## src/rtl/div_pkg.sv

```systemverilog
package div_pkg;
  typedef enum logic [1:0] {
    OP_QUO_S = 2'b00,
    OP_QUO_U = 2'b01,
    OP_REM_S = 2'b10,
    OP_REM_U = 2'b11
  } div_op_e;

  typedef enum logic [1:0] {
    ST_IDLE = 2'b00,
    ST_RUN  = 2'b01,
    ST_DONE = 2'b10
  } div_state_e;
endpackage

```

## src/rtl/div_prep.sv

```systemverilog
module div_prep
  import div_pkg::*;
#(
  parameter int W = 64
) (
  input  logic [W-1:0] dvd,
  input  logic [W-1:0] dvs,
  input  div_op_e      op,
  output logic [W-1:0] mag_dvd,
  output logic [W-1:0] mag_dvs,
  output logic         flip_quo,
  output logic         flip_rem,
  output logic         dvs_zero,
  output logic         sgn_ovf
);
  localparam logic [W-1:0] MOST_NEG = {1'b1, {(W-1){1'b0}}};

  logic is_signed;
  logic dvd_neg;
  logic dvs_neg;

  always_comb begin
    is_signed = ~op[0];
    dvd_neg   = is_signed & dvd[W-1];
    dvs_neg   = is_signed & dvs[W-1];
    mag_dvd   = dvd_neg ? (~dvd + 1'b1) : dvd;
    mag_dvs   = dvs_neg ? (~dvs + 1'b1) : dvs;
    flip_quo  = dvd_neg ^ dvs_neg;
    flip_rem  = dvd_neg;
    dvs_zero  = (dvs == '0);
    sgn_ovf   = is_signed & (dvd == MOST_NEG) & (&dvs);
  end
endmodule

```

## src/rtl/div_step.sv

```systemverilog
module div_step #(
  parameter int W = 64
) (
  input  logic [2*W-1:0] rem_in,
  input  logic [2*W-1:0] dvs_in,
  input  logic [W-1:0]   quo_in,
  output logic [2*W-1:0] rem_out,
  output logic [2*W-1:0] dvs_out,
  output logic [W-1:0]   quo_out
);
  logic [2*W:0] diff;
  logic         keep;

  always_comb begin
    diff    = {1'b0, rem_in} - {1'b0, dvs_in};
    keep    = ~diff[2*W];
    rem_out = keep ? diff[2*W-1:0] : rem_in;
    quo_out = (quo_in << 1) | {{(W-1){1'b0}}, keep};
    dvs_out = dvs_in >> 1;
  end
endmodule

```

## src/rtl/div_fix.sv

```systemverilog
module div_fix
  import div_pkg::*;
#(
  parameter int W = 64
) (
  input  logic [W-1:0] quo,
  input  logic [W-1:0] rem,
  input  logic [W-1:0] dvd,
  input  div_op_e      op,
  input  logic         flip_quo,
  input  logic         flip_rem,
  input  logic         dvs_zero,
  input  logic         sgn_ovf,
  output logic [W-1:0] result
);
  logic want_rem;
  logic [W-1:0] quo_s;
  logic [W-1:0] rem_s;

  always_comb begin
    want_rem = op[1];
    quo_s    = flip_quo ? (~quo + 1'b1) : quo;
    rem_s    = flip_rem ? (~rem + 1'b1) : rem;
    if (dvs_zero)      result = want_rem ? dvd : '1;
    else if (sgn_ovf)  result = want_rem ? '0 : dvd;
    else               result = want_rem ? rem_s : quo_s;
  end
endmodule

```

## src/rtl/restoring_divider.sv

```systemverilog
module restoring_divider
  import div_pkg::*;
#(
  parameter int W = 64
) (
  input  logic         clk,
  input  logic         rst_n,
  input  logic         in_valid,
  output logic         in_ready,
  input  logic [W-1:0] in_dividend,
  input  logic [W-1:0] in_divisor,
  input  logic [1:0]   in_op,
  output logic         out_valid,
  input  logic         out_ready,
  output logic [W-1:0] out_data,
  output logic         busy
);
  localparam int STEPS = W + 1;
  localparam int CW    = $clog2(STEPS + 1);
  localparam logic [CW-1:0] LAST = CW'(STEPS - 1);

  div_state_e     state;
  logic [CW-1:0]  step_cnt;
  logic [2*W-1:0] rem_r, dvs_r;
  logic [W-1:0]   quo_r, dvd_r;
  div_op_e        op_r;
  logic           flip_quo_r, flip_rem_r, zero_r, ovf_r;

  logic [W-1:0]   mag_dvd, mag_dvs;
  logic           flip_quo, flip_rem, dvs_zero, sgn_ovf;
  logic [2*W-1:0] rem_nx, dvs_nx;
  logic [W-1:0]   quo_nx;
  logic           accept;

  div_prep #(.W(W)) u_prep (
    .dvd(in_dividend), .dvs(in_divisor), .op(div_op_e'(in_op)),
    .mag_dvd(mag_dvd), .mag_dvs(mag_dvs),
    .flip_quo(flip_quo), .flip_rem(flip_rem),
    .dvs_zero(dvs_zero), .sgn_ovf(sgn_ovf)
  );

  div_step #(.W(W)) u_step (
    .rem_in(rem_r), .dvs_in(dvs_r), .quo_in(quo_r),
    .rem_out(rem_nx), .dvs_out(dvs_nx), .quo_out(quo_nx)
  );

  div_fix #(.W(W)) u_fix (
    .quo(quo_r), .rem(rem_r[W-1:0]), .dvd(dvd_r), .op(op_r),
    .flip_quo(flip_quo_r), .flip_rem(flip_rem_r),
    .dvs_zero(zero_r), .sgn_ovf(ovf_r), .result(out_data)
  );

  assign in_ready  = (state == ST_IDLE);
  assign busy      = (state == ST_RUN);
  assign out_valid = (state == ST_DONE);
  assign accept    = in_valid & in_ready;

  always_ff @(posedge clk or negedge rst_n) begin
    if (!rst_n) begin
      state      <= ST_IDLE;
      step_cnt   <= '0;
      rem_r      <= '0;
      dvs_r      <= '0;
      quo_r      <= '0;
      dvd_r      <= '0;
      op_r       <= OP_QUO_S;
      flip_quo_r <= 1'b0;
      flip_rem_r <= 1'b0;
      zero_r     <= 1'b0;
      ovf_r      <= 1'b0;
    end else begin
      case (state)
        ST_IDLE: if (accept) begin
          state      <= ST_RUN;
          step_cnt   <= '0;
          rem_r      <= {{W{1'b0}}, mag_dvd};
          dvs_r      <= {mag_dvs, {W{1'b0}}};
          quo_r      <= '0;
          dvd_r      <= in_dividend;
          op_r       <= div_op_e'(in_op);
          flip_quo_r <= flip_quo;
          flip_rem_r <= flip_rem;
          zero_r     <= dvs_zero;
          ovf_r      <= sgn_ovf;
        end
        ST_RUN: begin
          rem_r    <= rem_nx;
          dvs_r    <= dvs_nx;
          quo_r    <= quo_nx;
          step_cnt <= step_cnt + 1'b1;
          if (step_cnt == LAST) state <= ST_DONE;
        end
        ST_DONE: if (out_ready) state <= ST_IDLE;
        default: state <= ST_IDLE;
      endcase
    end
  end

  // Independent latency counter used only by the checks below.
  logic [CW-1:0] lat_r;
  always_ff @(posedge clk or negedge rst_n) begin
    if (!rst_n)      lat_r <= '0;
    else if (accept) lat_r <= '0;
    else if (busy)   lat_r <= lat_r + 1'b1;
  end


  accept_drops_ready_chk: assert property (@(posedge clk) disable iff (!rst_n)
    accept |=> !in_ready);


  latency_chk: assert property (@(posedge clk) disable iff (!rst_n)
    $rose(out_valid) |-> (lat_r == CW'(STEPS)));


  hold_under_stall_chk: assert property (@(posedge clk) disable iff (!rst_n)
    (out_valid && !out_ready) |=> (out_valid && $stable(out_data)));


  step_bound_chk: assert property (@(posedge clk) disable iff (!rst_n)
    (busy && dvs_r != '0) |-> (rem_nx < dvs_r));


  rem_upper_clear_chk: assert property (@(posedge clk) disable iff (!rst_n)
    out_valid |-> (rem_r[2*W-1:W] == '0));


  rem_sign_chk: assert property (@(posedge clk) disable iff (!rst_n)
    (out_valid && op_r == OP_REM_S && out_data != '0) |-> (out_data[W-1] == dvd_r[W-1]));
endmodule

```

## config.mk

```make
export PLATFORM = sky130hd
export DESIGN_NAME = restoring_divider
export DESIGN_NICKNAME = d
export VERILOG_FILES = /design/src/rtl/div_pkg.sv /design/src/rtl/div_prep.sv /design/src/rtl/div_step.sv /design/src/rtl/div_fix.sv /design/src/rtl/restoring_divider.sv
export SDC_FILE = /design/constraint.sdc
export NUM_CORES = 1
export LEC_CHECK = 0
export BUFFER_PORTS_ARGS = -buffer_cell sky130_fd_sc_hd__buf_2
export CORE_MARGIN = 4
export CORE_UTILIZATION = 35
export CTS_BUF_LIST = sky130_fd_sc_hd__clkbuf_4 sky130_fd_sc_hd__clkbuf_8
export DETAILED_ROUTE_END_ITERATION = 6
export GPL_ROUTABILITY_DRIVEN = 0
export PLACE_DENSITY = 0.49
export SYNTH_ARGS = -nofsm -noshare
export SYNTH_HDL_FRONTEND = slang
export SYNTH_SLANG_ARGS = --single-unit
```

## constraint.sdc

```tcl
create_clock -name clk -period 5.8 [get_ports clk]
set_clock_uncertainty 0.2 [all_clocks]
set_input_delay 0.58 -clock clk [delete_from_list [all_inputs] [get_ports clk]]
set_output_delay 0.58 -clock clk [all_outputs]
set_load 0.02 [all_outputs]
```

==> reports/qor.csv, run 1 <==
metric,value,unit
finalHoldViolCount,0,
clockRootBuffer,clkbuf_8,
final_nets,4608,
cts.sink_count,398,
crit_path_end_kind,primary output,
synth-edff-count,0,
ant_nets,0,
worstMarginPinSlew,1080,ps
maxCapViolCount,0,
clk_path_buf_depth,3,
cts_tree,yes,
finalSetupViolCount,0,
drv_slew,0,
status,"finished, final reports clean",
num_vias,31700,
start_kind,flip-flop,
hold_path_class,in2reg,
wl_per_cell,22.0,um
grt_overflow_total,0,
netlist-cell-type-count,81,
ys_seq_elements,398,
syn_inst,4227,
fp.dieW,310,um
avgSynthCellArea,7.57,um2
powerDensity,432,nW/um2
slew_headroom,28.1,%
synthesis.nets,4497,
critPathRequiredTime,5020,ps
place_hpwl,92700,um
rsz0062_at_grt,false,
crit_arrival,4740,ps
io_buffers,200,
grt_max_degree,121,
fin_crit_sh,95.1,%
layout_common_cells,"nand2_1, o21ai_0, dfrtp_1, a21oi_1, nor2_1",
synth-async-reset-ratio,100,%
min_period,5520,ps
ir_drop,0.000210,V
yosysWarnings,0,
htree_num_levels,3,
synth_area,32000,um2
fin_ws,283,ps
layout_commonest_cell,nand2_1,
core_area,90400,um2
viasPerCell,5.67,
tns,0,ps
fillCellCount,9459,
cts_buffers,83,
chipHeight,310,um
yosysSeqAreaShare,31.1,%
grt.total_usage,25.0,%
power.leakage,14.2,nW
drt-initial-drc-count,2428,
dr.pass1.iters,6,
clk_latency,710,ps
synthFlopType,dfrtp_1,
ios,201,
grt_pass1_wl,188000,um
yosysTopAreaCellShare,31.1,%
max_freq,181,MHz
grt_pass1_vias,30500,
antenna_found_initial,16,
synth_largest_area_cell,dfrtp_1,
drive_above_1_share,10.4,%
drc,0,
worstSetupPathType,reg2out,
wl,123000,um
rows,110,
dpl_worst_slack,856,ps
path_clk_slew,60,ps
area_growth,14.1,%
die_area,96400,um2
initial_core_util,35.4,%
cp_max_fo,5,
synth_area_leaders,"dfrtp_1, nand2_1, o21ai_0, xor2_1, a21oi_1",
==> logic make-up after synthesis <==
group | share of synthesized area (%)
flops | 31.1
buf+inv | 5.68
fa+ha+maj | 5.34
compound gates | 26.8
mux | 0.129
simple gates | 21.0
xor+xnor | 9.96
==> cells in the mapped netlist (all sizes together), types with 3 or more instances <==
library cell and n:
o31a 5, nor2 238, a41oi 3, ha 135, o41ai 28, nand3b 3
o21a 23, a21boi 13, o21bai 31, o21ai 469, a22o 3, o221ai 64
nand4 92, and4 4, a31o 3, a211oi 8, nand3 147, a22oi 62
nor2b 20, a31oi 23, xnor2 146, dfrtp 398, a21o 69, or3 59
and2 7, xor2 218, or4 32, o211ai 20, nand2 682, nand2b 29
nor4 38, or2 11, o22a 61, mux2i 3, a221oi 9, inv 182
a21oi 372, and3 11, o31ai 104, clkbuf 265, buf 32, nor3 78
==> flip-flops by register name, indices dropped and copies added (netlist names) <==
| signal | cells |
|---|---|
| flip_rem_r | 1 |
| quo_r | 64 |
| flip_quo_r | 1 |
| step_cnt | 7 |
| rem_r | 128 |
| op_r | 1 |
| dvs_r | 128 |
| state | 2 |
| ovf_r | 1 |
| zero_r | 1 |
| dvd_r | 64 |
==> repair_timing <==
action                                 CTS  global route
endpoints found under the hold margin  146             0
resized for setup                        0             5
buffers inserted                         0             0
hold buffers                            77             0
setup endpoints to repair                0            17
==> worst paths after layout <==
check | depth (start not counted) | end | start | slack (ps)
setup / recovery | 12 | out_data[60] | rem_r[12]$_DFFE_PN0P_ | 280
hold / removal | 3 | dvs_r[116]$_DFFE_PN0P_ | in_divisor[52] | 50
setup reg to reg | 16 | rem_r[0]$_DFFE_PN0P_ | rem_r[0]$_DFFE_PN0P_ | 810
hold reg to reg | 1 | step_cnt[6]$_DFFE_PN0P_ | step_cnt[6]$_DFFE_PN0P_ | 290
max in group asynchronous | 3 | rem_r[84]$_DFFE_PN0P_ | rst_n | 3840
min in group asynchronous | 2 | quo_r[8]$_DFFE_PN0P_ | rst_n | 300
==> per-stage QoR <==
step / cells / total power, mW / utilization, % / hold slack, ps / area, um2
4_1_cts: 5582 / 15.8 / 40.3 / 1.71 / 36500
3_3_place_gp: 5352 / 12.3 / 37.4 / 268 / 33900
2_1_floorplan: 4227 / 9.69 / - / 84.4 / 32000
3_5_place_dp: 5352 / 12.3 / 37.4 / 273 / 33900
6_report: 5593 / 15.8 / 40.4 / 50.8 / 36500
5_1_grt: 5585 / 16.9 / 40.4 / 16.2 / 36500
==> cell type report <==
type	instances	area [um2]	share of cell area [%]
Inverter	182	688	1.88
Multi-Input combinational cell	3350	20300	55.6
Clock inverter	11	70.1	0.192
Clock buffer	142	1770	4.85
Timing Repair Buffer	323	2200	6.03
Sequential cell	398	9970	27.3
Tap cell	1176	1470	4.03
Antenna cell	11	27.5	0.0754
==> worst max-delay path, cell delays in order, from the launching register on <==
cell and delay, ps:
dfrtp_1 440, or3_1 400, nor3_1 310, nand4_1 300, or3_1 460, nor4_2 440, nand3_1 230, o21ai_0 360
nand2_1 120, xnor2_1 150, o22a_1 200, o221ai_1 370, buf_2 250
==> routing by layer <==
metal  up-vias  track usage, %  wire length, um
met5         -               0               35
met4         6            9.25             4880
li1      15300               -                -
met1     15200            32.8            53100
met2       972            42.2            58600
met3       203            3.52             6530
==> where the power goes <==
group | internal, mW | switching [mW] | total, mW
combinational | 3.17 | 5.32 | 8.49
clock | 1.92 | 1.40 | 3.32
sequential | 3.32 | 0.663 | 3.98
Power figures use the tool's default switching activity.
==> inputs of run 2 (changes only) <==
--- a/config.mk
+++ b/config.mk
@@ -6,12 +6,14 @@
 export NUM_CORES = 1
 export LEC_CHECK = 0
 export BUFFER_PORTS_ARGS = -buffer_cell sky130_fd_sc_hd__buf_2
+export CELL_PAD_IN_SITES_DETAIL_PLACEMENT = 0
+export CELL_PAD_IN_SITES_GLOBAL_PLACEMENT = 1
 export CORE_MARGIN = 4
 export CORE_UTILIZATION = 35
 export CTS_BUF_LIST = sky130_fd_sc_hd__clkbuf_4 sky130_fd_sc_hd__clkbuf_8
 export DETAILED_ROUTE_END_ITERATION = 6
 export GPL_ROUTABILITY_DRIVEN = 0
-export PLACE_DENSITY = 0.49
+export PLACE_DENSITY = 0.62
 export SYNTH_ARGS = -nofsm -noshare
 export SYNTH_HDL_FRONTEND = slang
 export SYNTH_SLANG_ARGS = --single-unit
==> run 2 against run 1 <==
Largest cell class unchanged. Design area is 0.40% lower. Die area did not move. Critical path depth did not move. Power fell by 0.62%. Setup slack lost 41 ps. Largest power group unchanged. Combinational power down 0.9%.
==> reports/qor.csv, run 2 (synthesized netlist as in run 1, its figures left out) <==
metric,value,unit
status,"finished, final reports clean",
fp.dieW,310,um
crit_path_end_kind,primary output,
rows,110,
swShare,46.7,%
maxCapViolCount,0,
hold_path_class,in2reg,
cts_tree,yes,
start_kind,flip-flop,
max_freq,180,MHz
worstSetupPathType,reg2out,
wl_per_cell,22.4,um
drt-initial-drc-count,2227,
num_vias,31300,
fillCellCount,9503,
slew_headroom,31.5,%
p_seq_share,25.5,%
clk_path_buf_depth,3,
power.leakage,14.1,nW
drive_above_1_share,10.1,%
htree_num_levels,3,
setup.worst_path.start,rem_r[18]$_DFFE_PN0P_,
grt_pass1_wl,188000,um
crit_arrival,4780,ps
min-delay-start,in_divisor[53],
finalPower,15.7,mW
wl,125000,um
drv_slew,0,
layout_commonest_cell,nand2_1,
grt_overflow_total,0,
drc,0,
critPathRequiredTime,5020,ps
clk_latency,690,ps
grt.total_usage,25.3,%
finalSetupViolCount,0,
initial_core_util,35.4,%
io_buffers,200,
ios,201,
layout_common_cells,"nand2_1, o21ai_0, dfrtp_1, a21oi_1, nor2_1",
r2r_start,rem_r[0]$_DFFE_PN0P_,
tns,0,ps
worst_path_largest_cell_delay,670,ps
postCtsSetupBuffers,0,
die_area,96400,um2
cts.sink_count,398,
rsz0062_at_grt,false,
switchingPower,7.32,mW
regArea,9970,um2
p_clk_share,20.9,%
top_regs,"dvs_r (128), rem_r (128)",
comb_power_share,53.6,%
cts_buffers,82,
worstMarginPinSlew,1030,ps
ir_drop,0.000330,V
fin_crit_sh,95.8,%
internal_power,8.37,mW
crit_slowest_cell,or4_1,
min_period,5560,ps
grt_max_degree,194,
multi_input_area,20300,um2
critical_path.cell_chain,or4_1 > nor4_2 > nand4_1 > nor2_2 > nand3_1 > or4_4 > nand3b_1 > o41ai_1 > xor2_1 > o22a_1 > o221ai_2 > buf_2,
area_growth,13.6,%
ant_nets,0,
path_clk_slew,50,ps
powerDensity,431,nW/um2
grt_pass1_vias,30400,
place_hpwl,94500,um
finalHoldViolCount,0,
cp_max_fo,7,
core_area,90400,um2
final_nets,4603,
antenna_found_initial,14,
viasPerCell,5.62,
chipHeight,310,um
dr.pass1.iters,5,
clockRootBuffer,clkbuf_8,
[run 2: cell types whose count changed in the layout (fill, tap and decap cells not counted), moves of 4 or more]
cell	change
bufinv_16	+4
clkbuf_4	-4
clkbuf_8	-10
diode_2	-4
dlygate4sd3_1	-4
[run 2: path summary, 6_finish.rpt]
kind | to | slack (ps) | cells past startpoint
max | out_data[63] | 240 | 12
min | dvs_r[117]$_DFFE_PN0P_ | 70 | 3
max reg2reg | rem_r[122]$_DFFE_PN0P_ | 630 | 16
min reg2reg | rem_r[86]$_DFFE_PN0P_ | 290 | 2
max in group asynchronous | ovf_r$_DFFE_PN0P_ | 4040 | 3
min in group asynchronous | quo_r[16]$_DFFE_PN0P_ | 170 | 2
[run 2: power by group through the flow]
stage	Sequential [mW]	Clock, mW	Combinational [mW]
floorplan	3.73	0	5.96
global placement	4.03	0	8.33
detailed placement	4.04	0	8.33
CTS	3.99	3.39	8.41
global route	4.04	3.51	9.35
finish	4.00	3.29	8.41
[run 2: through the flow]
stage	util, %	std cells	hold slack [ps]	cell area [um2]	setup slack [ps]
5_1_grt	40.2	5568	26.2	36400	15.2
4_1_cts	40.2	5565	0.924	36300	10.9
3_5_place_dp	37.4	5352	273	33800	754
3_3_place_gp	37.4	5352	266	33800	791
6_report	40.2	5572	70.9	36400	242
2_1_floorplan	-	4227	84.4	32000	1410
[run 2: timing repair]
action / CTS / global route
hold buffers: 73 / 0
gates resized for setup: 1 / 5
hold endpoints to repair: 125 / 0
setup endpoints to repair: 1 / 11
gates cloned: 0 / 0
[run 2: per-layer routing]
layer,up-vias,wire [um],track usage [%]
li1,15300,-,-
met1,15000,54300,32.4
met2,780,61100,44.4
met3,196,5100,3.09
met4,6,4340,8.33
met5,-,31,0
[run 2: worst max-delay path, delay by kind of cell (launching register included)]
family | cells | cell delay, ps
xor gates and xnor gates | 1 | 370
DFF | 1 | 420
buffers and inverters | 1 | 190
AOI/OAI and AO/OA | 3 | 720
and+or+nand+nor | 7 | 2390
[run 2: cell type report]
| cell class | instances | area share [%] |
|---|---|---|
| Multi-Input combinational cell | 3350 | 55.9 |
| Sequential cell | 398 | 27.4 |
| Timing Repair Buffer | 319 | 5.88 |
| Clock buffer | 128 | 4.41 |
| Tap cell | 1176 | 4.05 |
| Inverter | 182 | 1.89 |
| Clock inverter | 12 | 0.454 |
| Antenna cell | 7 | 0.0482 |
